$ cat src/rtl/seg_chk_pkg.sv
// Shared types for the segmented bus framing checker.
// Assumes: the flag word order is fixed and visible at the top ports.
package seg_chk_pkg;

    // One bit per framing rule; the bit position is the port encoding.
    typedef struct packed {
        logic err_misuse;   // bit 3: error marker without end
        logic interleave;   // bit 2: channel mix with interleaving off
        logic orphan;       // bit 1: traffic on a closed channel
        logic dup_sop;      // bit 0: start on an open channel
    } viol_t;

    localparam int VIOL_W = $bits(viol_t);

endpackage

$ cat src/rtl/seg_stage.sv
// One segment evaluation stage. It takes the channel state left by the
// lower-indexed segments, applies this segment's start/end markers and
// reports which framing rules this segment breaks.
// Assumes: NUM_CHANS is a power of two so every channel code is in range.
// clk/rst_n serve only the embedded assertions.
module seg_stage
    import seg_chk_pkg::*;
#(
    parameter int NUM_CHANS = 256,
    localparam int CH_W  = $clog2(NUM_CHANS),
    localparam int CNT_W = $clog2(NUM_CHANS + 1)
) (
    input  logic                 clk,
    input  logic                 rst_n,
    input  logic                 ilv_mode,
    input  logic                 en,
    input  logic                 sop,
    input  logic                 eop,
    input  logic                 err,
    input  logic [CH_W-1:0]      ch,
    input  logic [NUM_CHANS-1:0] vec_in,
    input  logic [CNT_W-1:0]     cnt_in,
    output logic [NUM_CHANS-1:0] vec_out,
    output logic [CNT_W-1:0]     cnt_out,
    output viol_t                viol
);

    logic was_open;
    logic now_open;
    logic other_open;

    // Evaluate the rules for this segment and forward the updated channel state.
    always_comb begin
        vec_out    = vec_in;
        cnt_out    = cnt_in;
        viol       = '0;
        was_open   = vec_in[ch];
        other_open = (cnt_in - CNT_W'(was_open)) != '0;
        now_open   = was_open;
        if (en) begin
            viol.err_misuse = err && !eop;
            viol.interleave = !ilv_mode && other_open;
            if (sop) begin
                viol.dup_sop = was_open;
                now_open     = !eop;
            end else begin
                viol.orphan  = !was_open;
                now_open     = was_open && !eop;
            end
            vec_out[ch] = now_open;
            if (now_open && !was_open) begin
                cnt_out = cnt_in + CNT_W'(1);
            end else if (!now_open && was_open) begin
                cnt_out = cnt_in - CNT_W'(1);
            end
        end
    end

    // a disabled segment forwards the channel state untouched
    a_r2_idle_passthru: assert property (@(posedge clk) disable iff (!rst_n)
        !en |-> (vec_out == vec_in && cnt_out == cnt_in));

    // a single-segment packet leaves its channel closed
    a_r3_short_closes: assert property (@(posedge clk) disable iff (!rst_n)
        (en && sop && eop) |-> !vec_out[ch]);

    // a start without end leaves its channel open
    a_r4_sop_opens: assert property (@(posedge clk) disable iff (!rst_n)
        (en && sop && !eop) |-> vec_out[ch]);

endmodule

$ cat config.mk
export PLATFORM = sky130hd
export DESIGN_NAME = seg_stage
export DESIGN_NICKNAME = d
export VERILOG_FILES = /design/src/rtl/seg_chk_pkg.sv /design/src/rtl/seg_stage.sv
export SDC_FILE = /design/constraint.sdc
export NUM_CORES = 1
export LEC_CHECK = 0
export ABC_AREA = 1
export BUFFER_PORTS_ARGS = -buffer_cell sky130_fd_sc_hd__buf_2
export CAP_MARGIN = 40
export CORE_AREA = 2 2 212 214
export DETAILED_ROUTE_END_ITERATION = 10
export DIE_AREA = 0 0 214 216
export PLACE_DENSITY = 0.47
export SETUP_SLACK_MARGIN = 0.15
export SYNTH_ARGS = -nofsm -noshare
export SYNTH_HDL_FRONTEND = slang
export SYNTH_SLANG_ARGS = --single-unit
$ cat constraint.sdc
create_clock -name vclk -period 4.1
set_input_delay 0.82 -clock vclk [all_inputs]
set_output_delay 0.82 -clock vclk [all_outputs]
set_load 0.02 [all_outputs]
==> results.rst, run 1 <==
.. list-table::
   :header-rows: 1

   * - Metric
     - Value
   * - Setup repair after global routing missed its margin
     - true
   * - Area of the die
     - 46,200 um2
   * - Commonest cells after routing, fill and taps aside
     - sky130_fd_sc_hd__nand2_1, sky130_fd_sc_hd__nor2_1, sky130_fd_sc_hd__buf_2
   * - Hold Path Class
     - in2out
   * - Final non-filler cell total
     - 2,967
   * - Area Overhead vs Synth
     - 66.3%
   * - Layout cell share with drive strength beyond 1
     - 31.5%
   * - Core utilization of the finished layout
     - ~28%
   * - Worst Max-Slew Pin Slew
     - 0.757 ns
   * - DP HPWL
     - between 40 and 50 mm
   * - GP Congestion
     - between 0.9 and 1
   * - Switching power
     - about 0.00096 W
   * - Setup crit end kind
     - primary output
   * - Max FO, Critical Path
     - 10
   * - Syn_area_per_cell
     - 4.19 um2
   * - Element type at the critical path start
     - input port
   * - Final period util
     - 104%
   * - Number of placed cells counting well taps
     - between 2k and 3k
   * - Drt via density
     - approximately 4.5
   * - Sum of negative setup slack
     - -17.31 ns
   * - Number of search-and-repair iterations in the first detailed-routing pass
     - 6
   * - Part of the Yosys area used for sequential elements
     - 0%
   * - Failing checks
     - setup timing
   * - Clock share of power
     - 0%
   * - Count of cell types in the netlist
     - 23
   * - Most frequent standard cell in the layout excluding fill and tap cells
     - sky130_fd_sc_hd__nand2_1
   * - Static leakage
     - 6.60 nW
   * - # DRC
     - 0
   * - Hold bufs inserted after CTS
     - 0
   * - Final hold violation count
     - 0
   * - Area of the mapped netlist
     - 7460 um2
   * - Total gr overflow
     - 0
   * - Critical path class
     - in2out
   * - Power per standard cell area
     - 125 nW/um2
   * - Total number of placement rows
     - 77
   * - Mean routed wirelength per cell
     - ~20 um
   * - Total Nets Final
     - 2,657
   * - Floorplan die width
     - around 210 um
   * - Data arrival time of the critical path
     - 3.46 ns
   * - Overall power
     - 0.00155 W
   * - Vertical die dimension
     - 216 um
   * - Worst VDD drop
     - between 0.05 and 0.06 mV
   * - Maximum number of pins on one net before global-route repair
     - 48
   * - I/O pins
     - around 550
   * - Total via count in the routed design
     - 13.4k
   * - Switching share of power
     - 61.6%
   * - Placement Cell Area
     - around 11,000 um2
   * - # clk buffers
     - 0
   * - Total core area
     - 43,800 um2
   * - WP data required
     - 3.28 ns
   * - MaxCap Viol Count
     - 0
   * - Peak Freq
     - about 230 MHz
   * - Global-route wire length before repair
     - slightly above 80 mm
   * - Setup violations, final
     - 234
   * - Min setup slack post-route
     - -0.176 ns
   * - Synthesized instance count
     - 1,781
   * - Via count of the first global-routing pass
     - 12.4k
   * - Tot GR Track Use
     - 24.0%
   * - Number of antenna violations at the first check in global routing
     - 3
   * - Starting density of the core
     - about 17%
   * - Internal power
     - 0.000595 W
   * - Number of nets in the synthesized netlist
     - 2,064
   * - Sum of routed wire length over all layers
     - 60.6 mm
   * - Flip-flop and latch area
     - 0 um2
   * - Initial drt markers
     - 1,055
   * - Final sequential cell count
     - 0
   * - Sequential share of power
     - 0%
   * - Logic gate share of total power
     - 100.0%
   * - Final standard cell area without fillers
     - 12,400 um2
   * - Yosys synthesis warning count
     - 0
   * - Port Buffers
     - ~550
   * - Number of max-slew violations in the final report
     - 0
   * - Number of nets with antenna violations after routing
     - 0
   * - Run status
     - finished, violations left
   * - Final critical path time including I/O delays and setup
     - 4.28 ns
   * - Max-slew headroom
     - about 50%
[final timing paths]
check,from,to,slack [ns],depth (start not counted)
setup / recovery,ch[0],viol[2],-0.18,25
hold / removal,err,viol[3],1.97,4
[layer usage]
layer	vias to the layer above	track usage, %	wire, um
li1	6741	-	-
met1	5893	30.8	25500
met2	718	41.9	28700
met3	95	3.17	4340
met4	2	6.74	2050
met5	-	0	17
[worst max-delay path, cell delays in order]
cell and delay (ns):
sky130_fd_sc_hd__buf_16 0.16, sky130_fd_sc_hd__clkinv_16 0.11, sky130_fd_sc_hd__buf_16 0.17, sky130_fd_sc_hd__buf_6 0.12, sky130_fd_sc_hd__nand2_1 0.05, sky130_fd_sc_hd__nand2_1 0.05, sky130_fd_sc_hd__nand2_1 0.05, sky130_fd_sc_hd__nand2_1 0.05
sky130_fd_sc_hd__nand2_1 0.06, sky130_fd_sc_hd__nand2_1 0.06, sky130_fd_sc_hd__nor2_2 0.12, sky130_fd_sc_hd__buf_4 0.13, sky130_fd_sc_hd__nor2_1 0.03, sky130_fd_sc_hd__nor2_1 0.10, sky130_fd_sc_hd__nand2_1 0.06, sky130_fd_sc_hd__nand2_1 0.07
sky130_fd_sc_hd__nand2_2 0.07, sky130_fd_sc_hd__nor2_4 0.19, sky130_fd_sc_hd__inv_2 0.08, sky130_fd_sc_hd__ha_4 0.22, sky130_fd_sc_hd__nand2_4 0.07, sky130_fd_sc_hd__nor4_4 0.04, sky130_fd_sc_hd__a211oi_2 0.28, sky130_fd_sc_hd__buf_4 0.16
sky130_fd_sc_hd__buf_6 0.11
[power by group through the flow]
stage,clock (W),sequential (W),combinational (W)
global placement,0,0,0.00139
global route,0.0000000000655,0,0.00167
CTS,0,0,0.00146
finish,0.0000000000983,0,0.00155
floorplan,0,0,0.000760
detailed placement,0,0,0.00138
[cells in the mapped netlist]
| library cell | n | area [um2] |
|---|---|---|
| sky130_fd_sc_hd__buf_4 | 2 | 15.0 |
| sky130_fd_sc_hd__nand4_1 | 4 | 25.0 |
| sky130_fd_sc_hd__clkbuf_1 | 42 | 158 |
| sky130_fd_sc_hd__buf_2 | 31 | 155 |
| sky130_fd_sc_hd__clkinv_1 | 2 | 7.51 |
| sky130_fd_sc_hd__nand3_1 | 44 | 220 |
| sky130_fd_sc_hd__ha_1 | 3 | 37.5 |
| sky130_fd_sc_hd__buf_1 | 3 | 11.3 |
| sky130_fd_sc_hd__nand3_2 | 1 | 10.0 |
| sky130_fd_sc_hd__nor4_1 | 3 | 18.8 |
| sky130_fd_sc_hd__xor2_1 | 9 | 78.8 |
| sky130_fd_sc_hd__nand2_2 | 2 | 12.5 |
| sky130_fd_sc_hd__inv_2 | 1 | 3.75 |
| sky130_fd_sc_hd__nor2_1 | 585 | 2200 |
| sky130_fd_sc_hd__xnor2_1 | 2 | 17.5 |
| sky130_fd_sc_hd__inv_1 | 47 | 176 |
| sky130_fd_sc_hd__buf_6 | 30 | 338 |
| sky130_fd_sc_hd__nor2_4 | 1 | 11.3 |
| sky130_fd_sc_hd__a211oi_1 | 1 | 7.51 |
| sky130_fd_sc_hd__nand2_1 | 707 | 2650 |
| sky130_fd_sc_hd__nor3_1 | 4 | 20.0 |
| sky130_fd_sc_hd__a21oi_1 | 256 | 1280 |
| sky130_fd_sc_hd__inv_4 | 1 | 6.26 |
[repair_timing]
action,4_1_cts,5_1_grt
endpoints found under the setup margin,268,268
setup buffers,5,8
pin swaps,19,3
gates resized for setup,46,55
endpoints found under the hold margin,0,0
cloned,9,7
[kinds of logic (layout without fill, tap and decap cells)]
group                      after synthesis  count (layout)  synth area share [%]
and+or+nand+nor                       1351            1352                  69.3
AOI/OAI and AO/OA                      257             257                  17.3
buffers and inverters                  159             749                  11.7
xor gates and xnor gates                11              11                  1.29
adders and majority gates                3               3                 0.503
other                                    0               3                     0
[area by class of cell]
type	instances	area, um2
diodes	3	7.51
inverters	51	218
repair inverters	1	8.76
repair buffers	697	4650
well taps	592	741
fillers	5296	31400
multi-input cells	1623	6790
[stage by stage]
step | hold WS (ns) | worst slack [ns]
floorplan | 1.72 | 0.220
global placement | 1.97 | -0.506
detailed placement | 1.97 | -0.514
CTS | 1.97 | -0.179
global route | 1.98 | -0.355
finish | 1.97 | -0.176
No activity file was read; power rests on OpenSTA's default activity.
==> inputs of run 2 (changes only) <==
--- a/config.mk
+++ b/config.mk
@@ -5,13 +5,13 @@
 export SDC_FILE = /design/constraint.sdc
 export NUM_CORES = 1
 export LEC_CHECK = 0
-export ABC_AREA = 1
+export ABC_AREA = 0
 export BUFFER_PORTS_ARGS = -buffer_cell sky130_fd_sc_hd__buf_2
 export CAP_MARGIN = 40
 export CORE_AREA = 2 2 212 214
 export DETAILED_ROUTE_END_ITERATION = 10
 export DIE_AREA = 0 0 214 216
-export PLACE_DENSITY = 0.47
+export PLACE_DENSITY = 0.45
 export SETUP_SLACK_MARGIN = 0.15
 export SYNTH_ARGS = -nofsm -noshare
 export SYNTH_HDL_FRONTEND = slang
==> constraint.sdc (replaced) <==
create_clock -name vclk -period 5.11
set_input_delay 1.022 -clock vclk [all_inputs]
set_output_delay 1.022 -clock vclk [all_outputs]
set_load 0.02 [all_outputs]
==> run 2 against run 1 <==
  * The flow still finishes with violations (setup timing)
  * Die area unchanged
  * Non-clock buffer count decreased by 9
  * Wire length decreased by 9.9%
  * Total power shrank 19%
  * Cell count is 30% lower
  * Utilization rose by 0.33 points
==> results.rst, run 2 <==
.. list-table::
   :header-rows: 1

   * - Metric
     - Value
   * - Run status
     - finished, violations left
   * - Failing checks
     - setup timing
   * - I/O pins
     - 549
   * - Total core area
     - approximately 44,000 um2
   * - Syn_area_per_cell
     - between 7 and 8 um2
   * - Element type at the critical path start
     - input port
   * - Number of search-and-repair iterations in the first detailed-routing pass
     - 5
   * - Part of the Yosys area used for sequential elements
     - 0%
   * - Detail Route met3 WL
     - about 3.8 mm
   * - Worst Max-Slew Pin Slew
     - between 0.9 and 1 ns
   * - Top-area cell type share of the netlist area
     - 29.0%
   * - Static leakage
     - 4.85 nW
   * - Instance count along the most critical hold path
     - 3
   * - Vertical die dimension
     - 216 um
   * - Global-route wire length before repair
     - 73.8 mm
   * - Max incr delay on CP
     - 0.52 ns
   * - Mean routed wirelength per cell
     - 26.4 um
   * - Setup repair after global routing missed its margin
     - true
   * - Starting density of the core
     - 15.2%
   * - Number of nets in the synthesized netlist
     - 1,203
   * - # DRC
     - 0
   * - Flip-flop and latch area
     - 0 um2
   * - Min Hold Slack
     - 2.31 ns
   * - CP max-delay cell
     - sky130_fd_sc_hd__mux4_2
   * - Area of the mapped netlist
     - approximately 6700 um2
   * - Hold Path Class
     - in2out
   * - Total gr overflow
     - 0
   * - Final standard cell area without fillers
     - about 13,000 um2
   * - Worst VDD drop
     - around 0.045 mV
   * - Number of antenna violations at the first check in global routing
     - 10
   * - Setup crit end kind
     - primary output
   * - Number of max-slew violations in the final report
     - 0
   * - GP Congestion
     - 0.906
   * - Sum of routed wire length over all layers
     - between 50 and 60 mm
   * - # clk buffers
     - 0
   * - Port Buffers
     - 547
   * - Total length of routed met2 wires
     - 26.7 mm
   * - Post-Route M1 WL
     - 22.7 mm
   * - Area of the die
     - about 46,000 um2
   * - Total via count in the routed design
     - 11.0k
   * - MaxCap Viol Count
     - 0
   * - Synthesized instance count
     - between 900 and 1k
   * - Max-slew headroom
     - between 30% and 40%
   * - Leading cell types by count after synthesis
     - sky130_fd_sc_hd__o21ai_0, sky130_fd_sc_hd__o31ai_1, sky130_fd_sc_hd__clkbuf_1, sky130_fd_sc_hd__mux4_2, sky130_fd_sc_hd__nand2_1
   * - Hold bufs inserted after CTS
     - 0
   * - Via count of the first global-routing pass
     - 10.5k
   * - Number of nets with antenna violations after routing
     - 0
   * - Leading cell types by total area after synthesis
     - sky130_fd_sc_hd__o31ai_1, sky130_fd_sc_hd__mux4_2, sky130_fd_sc_hd__o21ai_0, sky130_fd_sc_hd__clkbuf_1, sky130_fd_sc_hd__mux2i_1
   * - Final hold violation count
     - 0
   * - Drt via density
     - 5.30
   * - Data arrival time of the critical path
     - 4.13 ns
   * - Cell with the most instances on the worst path
     - sky130_fd_sc_hd__buf_4
   * - Top cell type by total area after synthesis
     - sky130_fd_sc_hd__o31ai_1
   * - Cell breakdown of the critical path
     - buf_8 -> buf_4 -> mux4_2 -> mux2i_4 -> buf_4 -> a21oi_1 -> a31oi_1 -> o211ai_1 -> buf_4 -> o41ai_4 -> buf_4 -> inv_4 -> o21bai_4 -> buf_12 -> buf_12 -> clkbuf_16 -> o31ai_4 -> buf_6
   * - Min setup slack post-route
     - -0.0436 ns
   * - Area Overhead vs Synth
     - 87.9%
   * - Final period util
     - 101%
   * - Layout cell share with drive strength beyond 1
     - 58.8%
   * - Power per standard cell area
     - 100 nW/um2
   * - Peak Freq
     - 194 MHz
   * - DP HPWL
     - 42.7 mm
   * - Total Nets Final
     - 1,752
   * - Final sequential cell count
     - 0
   * - Final critical path time including I/O delays and setup
     - 5.15 ns
   * - Critical path class
     - in2out
   * - Floorplan die width
     - roughly 210 um
   * - Total number of placement rows
     - 77
   * - Maximum number of pins on one net before global-route repair
     - 41
   * - Yosys synthesis warning count
     - 0
   * - Cell with the most instances after synthesis
     - sky130_fd_sc_hd__o21ai_0
   * - Placement Cell Area
     - 10,700 um2
   * - Max FO, Critical Path
     - 11
   * - Most frequent standard cell in the layout excluding fill and tap cells
     - sky130_fd_sc_hd__buf_2
   * - Initial drt markers
     - 855
   * - Highest layer used for signal routing
     - met5
   * - Commonest cells after routing, fill and taps aside
     - sky130_fd_sc_hd__buf_2, sky130_fd_sc_hd__o21ai_0, sky130_fd_sc_hd__o31ai_1
   * - Tot GR Track Use
     - 21.5%
   * - WP data required
     - between 4 and 5 ns
   * - Setup violations, final
     - 32
   * - Count of cell types in the netlist
     - 47
[run 2: cell types whose count changed after synthesis, sizes merged, moves of 25 or more]
cell	delta
a21oi	-254
clkbuf	+51
inv	-42
mux2i	+25
mux4	+66
nand2	-674
nor2	-569
o21ai	+259
o31ai	+258
[run 2: final cells by class]
type                       count  area [um2]
antenna                        6        15.0
fill                        4783       31300
inverter                       7        28.8
multi-input combinational    772        6950
tap                          592         741
timing repair buffer         688        4830
[run 2: what timing repair did]
action | 4_1_cts | 5_1_grt
endpoints found under the setup margin | 266 | 267
resized for setup | 121 | 206
gates cloned | 4 | 5
hold endpoints to repair | 0 | 0
setup buffers | 11 | 3
pin swaps | 17 | 49
[run 2: cell families (layout without fill, tap and decap cells)]
family / after synthesis / after routing / synth area share, %
AO/OA/AOI/OAI: 545 / 545 / 52.1
buffers and inverters: 148 / 695 / 10.7
AND/OR/NAND/NOR: 122 / 122 / 9.14
multiplexers: 93 / 93 / 26.3
XOR/XNOR: 9 / 9 / 1.18
adder cells (fa/ha/maj): 3 / 3 / 0.562
other: 0 / 6 / 0
[run 2: final timing paths]
path      from            to  slack (ns)
max      ch[3]  vec_out[215]       -0.04
min   ilv_mode       viol[2]        2.31
[run 2: power by group]
part	switching, W	internal (W)	leakage (nW)	total, W
sequential	0	0	0	0
clock	0	0.000000000108	0.0000438	0.000000000108
combinational	0.000717	0.000538	4.85	0.00126
total	0.000717	0.000538	4.85	0.00126
[run 2: layer usage]
| metal | track usage (%) | up-vias |
|---|---|---|
| li1 | - | 4896 |
| met1 | 27.3 | 5420 |
| met2 | 38.1 | 551 |
| met3 | 3.47 | 77 |
| met4 | 5.08 | 6 |
| met5 | 0 | - |
[run 2: critical path, delay by kind of cell]
| family | cells | cell delay [ns] |
|---|---|---|
| AOI/OAI and AO/OA | 6 | 0.70 |
| buffers and inverters | 10 | 1.60 |
| muxes | 2 | 0.76 |
[run 2: stage by stage]
step | total power (W) | worst slack, ns | util [%] | TNS [ns] | cells
6_report | 0.00126 | -0.0436 | 28.6 | -0.618 | 2065
5_1_grt | 0.00133 | -0.153 | 28.6 | -18.60 | 2062
4_1_cts | 0.00114 | -0.0411 | 25.9 | -0.869 | 2051
3_5_place_dp | 0.00105 | -0.230 | 24.3 | -36.75 | 2036
3_3_place_gp | 0.00104 | -0.220 | 24.2 | -36.37 | 2034
2_1_floorplan | 0.000572 | 0.155 | - | 0 | 920
==> inputs of run 3 (changes only) <==
--- a/config.mk
+++ b/config.mk
@@ -5,13 +5,13 @@
 export SDC_FILE = /design/constraint.sdc
 export NUM_CORES = 1
 export LEC_CHECK = 0
-export ABC_AREA = 0
+export ABC_AREA = 1
 export BUFFER_PORTS_ARGS = -buffer_cell sky130_fd_sc_hd__buf_2
 export CAP_MARGIN = 40
 export CORE_AREA = 2 2 212 214
 export DETAILED_ROUTE_END_ITERATION = 10
 export DIE_AREA = 0 0 214 216
-export PLACE_DENSITY = 0.45
+export PLACE_DENSITY = 0.47
 export SETUP_SLACK_MARGIN = 0.15
 export SYNTH_ARGS = -nofsm -noshare
 export SYNTH_HDL_FRONTEND = slang
==> run 3 against run 2 <==
  * The run now ends clean
  * Combinational power down 13%
  * Sequential share of layout area did not move
  * Clock-buffer cell count unchanged
  * Total power is 14% lower
  * Die area did not move
  * Largest power group unchanged
  * Via count up 20%
  * Worst setup slack improved by 0.38 ns
  * Fmax rose by 8.0%
  * Critical path depth increased by 2
  * Utilization decreased by 3.3 points
  * Flip-flop and latch count unchanged
  * Global-route usage rose by 1.8 points
==> results.rst, run 3 (synthesized netlist as in run 1, its figures left out) <==
.. list-table::
   :header-rows: 1

   * - Metric
     - Value
   * - Run status
     - finished, final reports clean
   * - Kind of cell adding the most delay to the critical path
     - simple AND/OR/NAND/NOR gates
   * - Peak Freq
     - 210 MHz
   * - Final period util
     - 93.4%
   * - Total core area
     - 43,800 um2
   * - Final critical path time including I/O delays and setup
     - 4.77 ns
   * - Element type at the critical path start
     - input port
   * - Final hold violation count
     - 0
   * - Port Buffers
     - 547
   * - Area of the die
     - between 40,000 and 50,000 um2
   * - GP Congestion
     - approximately 0.9
   * - DP HPWL
     - approximately 47 mm
   * - Starting density of the core
     - between 15 and 20%
   * - Power per standard cell area
     - 97.7 nW/um2
   * - Max FO, Critical Path
     - 47
   * - Mean routed wirelength per cell
     - 19.9 um
   * - Initial drt markers
     - 967
   * - Setup violations, final
     - 0
   * - Worst path bufs/invs
     - 6
   * - Layout cell share with drive strength beyond 1
     - around 28%
   * - Global-route wire length before repair
     - 81.1 mm
   * - Number of nets with antenna violations after routing
     - 0
   * - Cell breakdown of the critical path
     - buf_8 -> inv_2 -> buf_4 -> nand2_1 -> nand2_1 -> nand2_1 -> nand2_1 -> nor2_1 -> nor2_1 -> nor2_1 -> nand2_1 -> nand2_1 -> nand2_1 -> nor2_4 -> nand2_2 -> nand2_8 -> buf_12 -> buf_4 -> a21oi_1 -> buf_2
   * - Floorplan die width
     - between 200 and 250 um
   * - MaxCap Viol Count
     - 0
   * - Total Nets Final
     - 2,591
   * - WP data required
     - 4.09 ns
   * - Flip-flop and latch area
     - 0 um2
   * - Drt via density
     - approximately 4.5
   * - Final standard cell area without fillers
     - 11,100 um2
   * - Total number of placement rows
     - 77
   * - Sum of routed wire length over all layers
     - a little under 60 mm
   * - Core utilization of the finished layout
     - 25.3%
   * - Total gr overflow
     - 0
   * - CP max-delay cell
     - sky130_fd_sc_hd__buf_4
   * - Setup repair after global routing missed its margin
     - false
   * - Via count of the first global-routing pass
     - 12.1k
   * - Commonest cells after routing, fill and taps aside
     - sky130_fd_sc_hd__nand2_1, sky130_fd_sc_hd__nor2_1, sky130_fd_sc_hd__buf_2
   * - Area Overhead vs Synth
     - 48.9%
   * - Hold Path Class
     - in2out
   * - Number of antenna violations at the first check in global routing
     - 1
   * - Worst Max-Slew Pin Slew
     - 0.882 ns
   * - Total via count in the routed design
     - ~13k
   * - Placement Cell Area
     - around 11,000 um2
   * - Max incr delay on CP
     - between 0.2 and 0.25 ns
   * - Vertical die dimension
     - 216 um
   * - Number of search-and-repair iterations in the first detailed-routing pass
     - 5
   * - Worst VDD drop
     - 0.0494 mV
   * - Min Hold Slack
     - around 2.3 ns
   * - Final sequential cell count
     - 0
   * - Critical path class
     - in2out
   * - Hold bufs inserted after CTS
     - 0
   * - I/O pins
     - 549
   * - Max-slew headroom
     - 41.1%
   * - Setup crit end kind
     - primary output
   * - Cell with the most instances on the worst path
     - sky130_fd_sc_hd__nand2_1
   * - Most frequent standard cell in the layout excluding fill and tap cells
     - sky130_fd_sc_hd__nand2_1
   * - Data arrival time of the critical path
     - 3.75 ns
   * - # DRC
     - 0
   * - Static leakage
     - 6.00 nW
   * - Sum of negative setup slack
     - 0 ns
   * - Maximum number of pins on one net before global-route repair
     - 50
   * - Number of max-slew violations in the final report
     - 0
   * - # clk buffers
     - 0
   * - Tot GR Track Use
     - 23.3%
==> run 3: cell types whose count changed in the layout (fill, tap and decap cells not counted), moves of 65 or more <==
cell	before	now
sky130_fd_sc_hd__buf_6	67	2
sky130_fd_sc_hd__nor2_1	17	577
sky130_fd_sc_hd__mux4_2	66	0
sky130_fd_sc_hd__o31ai_1	183	0
sky130_fd_sc_hd__o21ai_0	259	0
sky130_fd_sc_hd__buf_2	461	545
sky130_fd_sc_hd__a21oi_1	2	256
sky130_fd_sc_hd__nand2_1	33	707
==> run 3: what timing repair did <==
item | in CTS | in global routing
buffers inserted | 0 | 0
resized for setup | 2 | 10
endpoints found under the setup margin | 26 | 187
==> run 3: worst paths after layout <==
path	startpoint	to	slack [ns]	depth (start not counted)
worst max-delay path	ch[1]	vec_out[21]	0.34	20
worst min-delay path	ilv_mode	viol[2]	2.33	3
==> run 3: routing by layer <==
layer,global-route usage [%],part of all wire (%)
met5,0,0
met4,4.97,2.4
met3,2.55,6.5
met2,40.6,47
met1,30.9,44
==> run 3: worst min-delay path, cell delays in order <==
cell and delay (ns):
sky130_fd_sc_hd__buf_2 0.09, sky130_fd_sc_hd__a211oi_2 0.04, sky130_fd_sc_hd__buf_2 0.15
==> run 3: final cells by class <==
type | count | area [um2]
Antenna cell | 2 | 5.00
Fill cell | 5429 | 32700
Inverter | 51 | 198
Timing Repair Buffer | 633 | 3520
Multi-Input combinational cell | 1622 | 6650
Tap cell | 592 | 741
==> run 3: per-stage QoR <==
stage | total power, W | setup WS (ns) | cells
2_1_floorplan | 0.000610 | 0.826 | 1781
3_3_place_gp | 0.00108 | 0.0673 | 2898
3_5_place_dp | 0.00108 | 0.0432 | 2898
4_1_cts | 0.00108 | 0.177 | 2898
5_1_grt | 0.00118 | 0.151 | 2899
6_report | 0.00109 | 0.339 | 2900
==> run 3: where the power goes <==
part                 total [W]  leakage [nW]  switching, W     internal [W]
sequential                   0             0             0                0
clock          0.0000000000260     0.0000156             0  0.0000000000260
combinational          0.00109          6.00      0.000715         0.000370
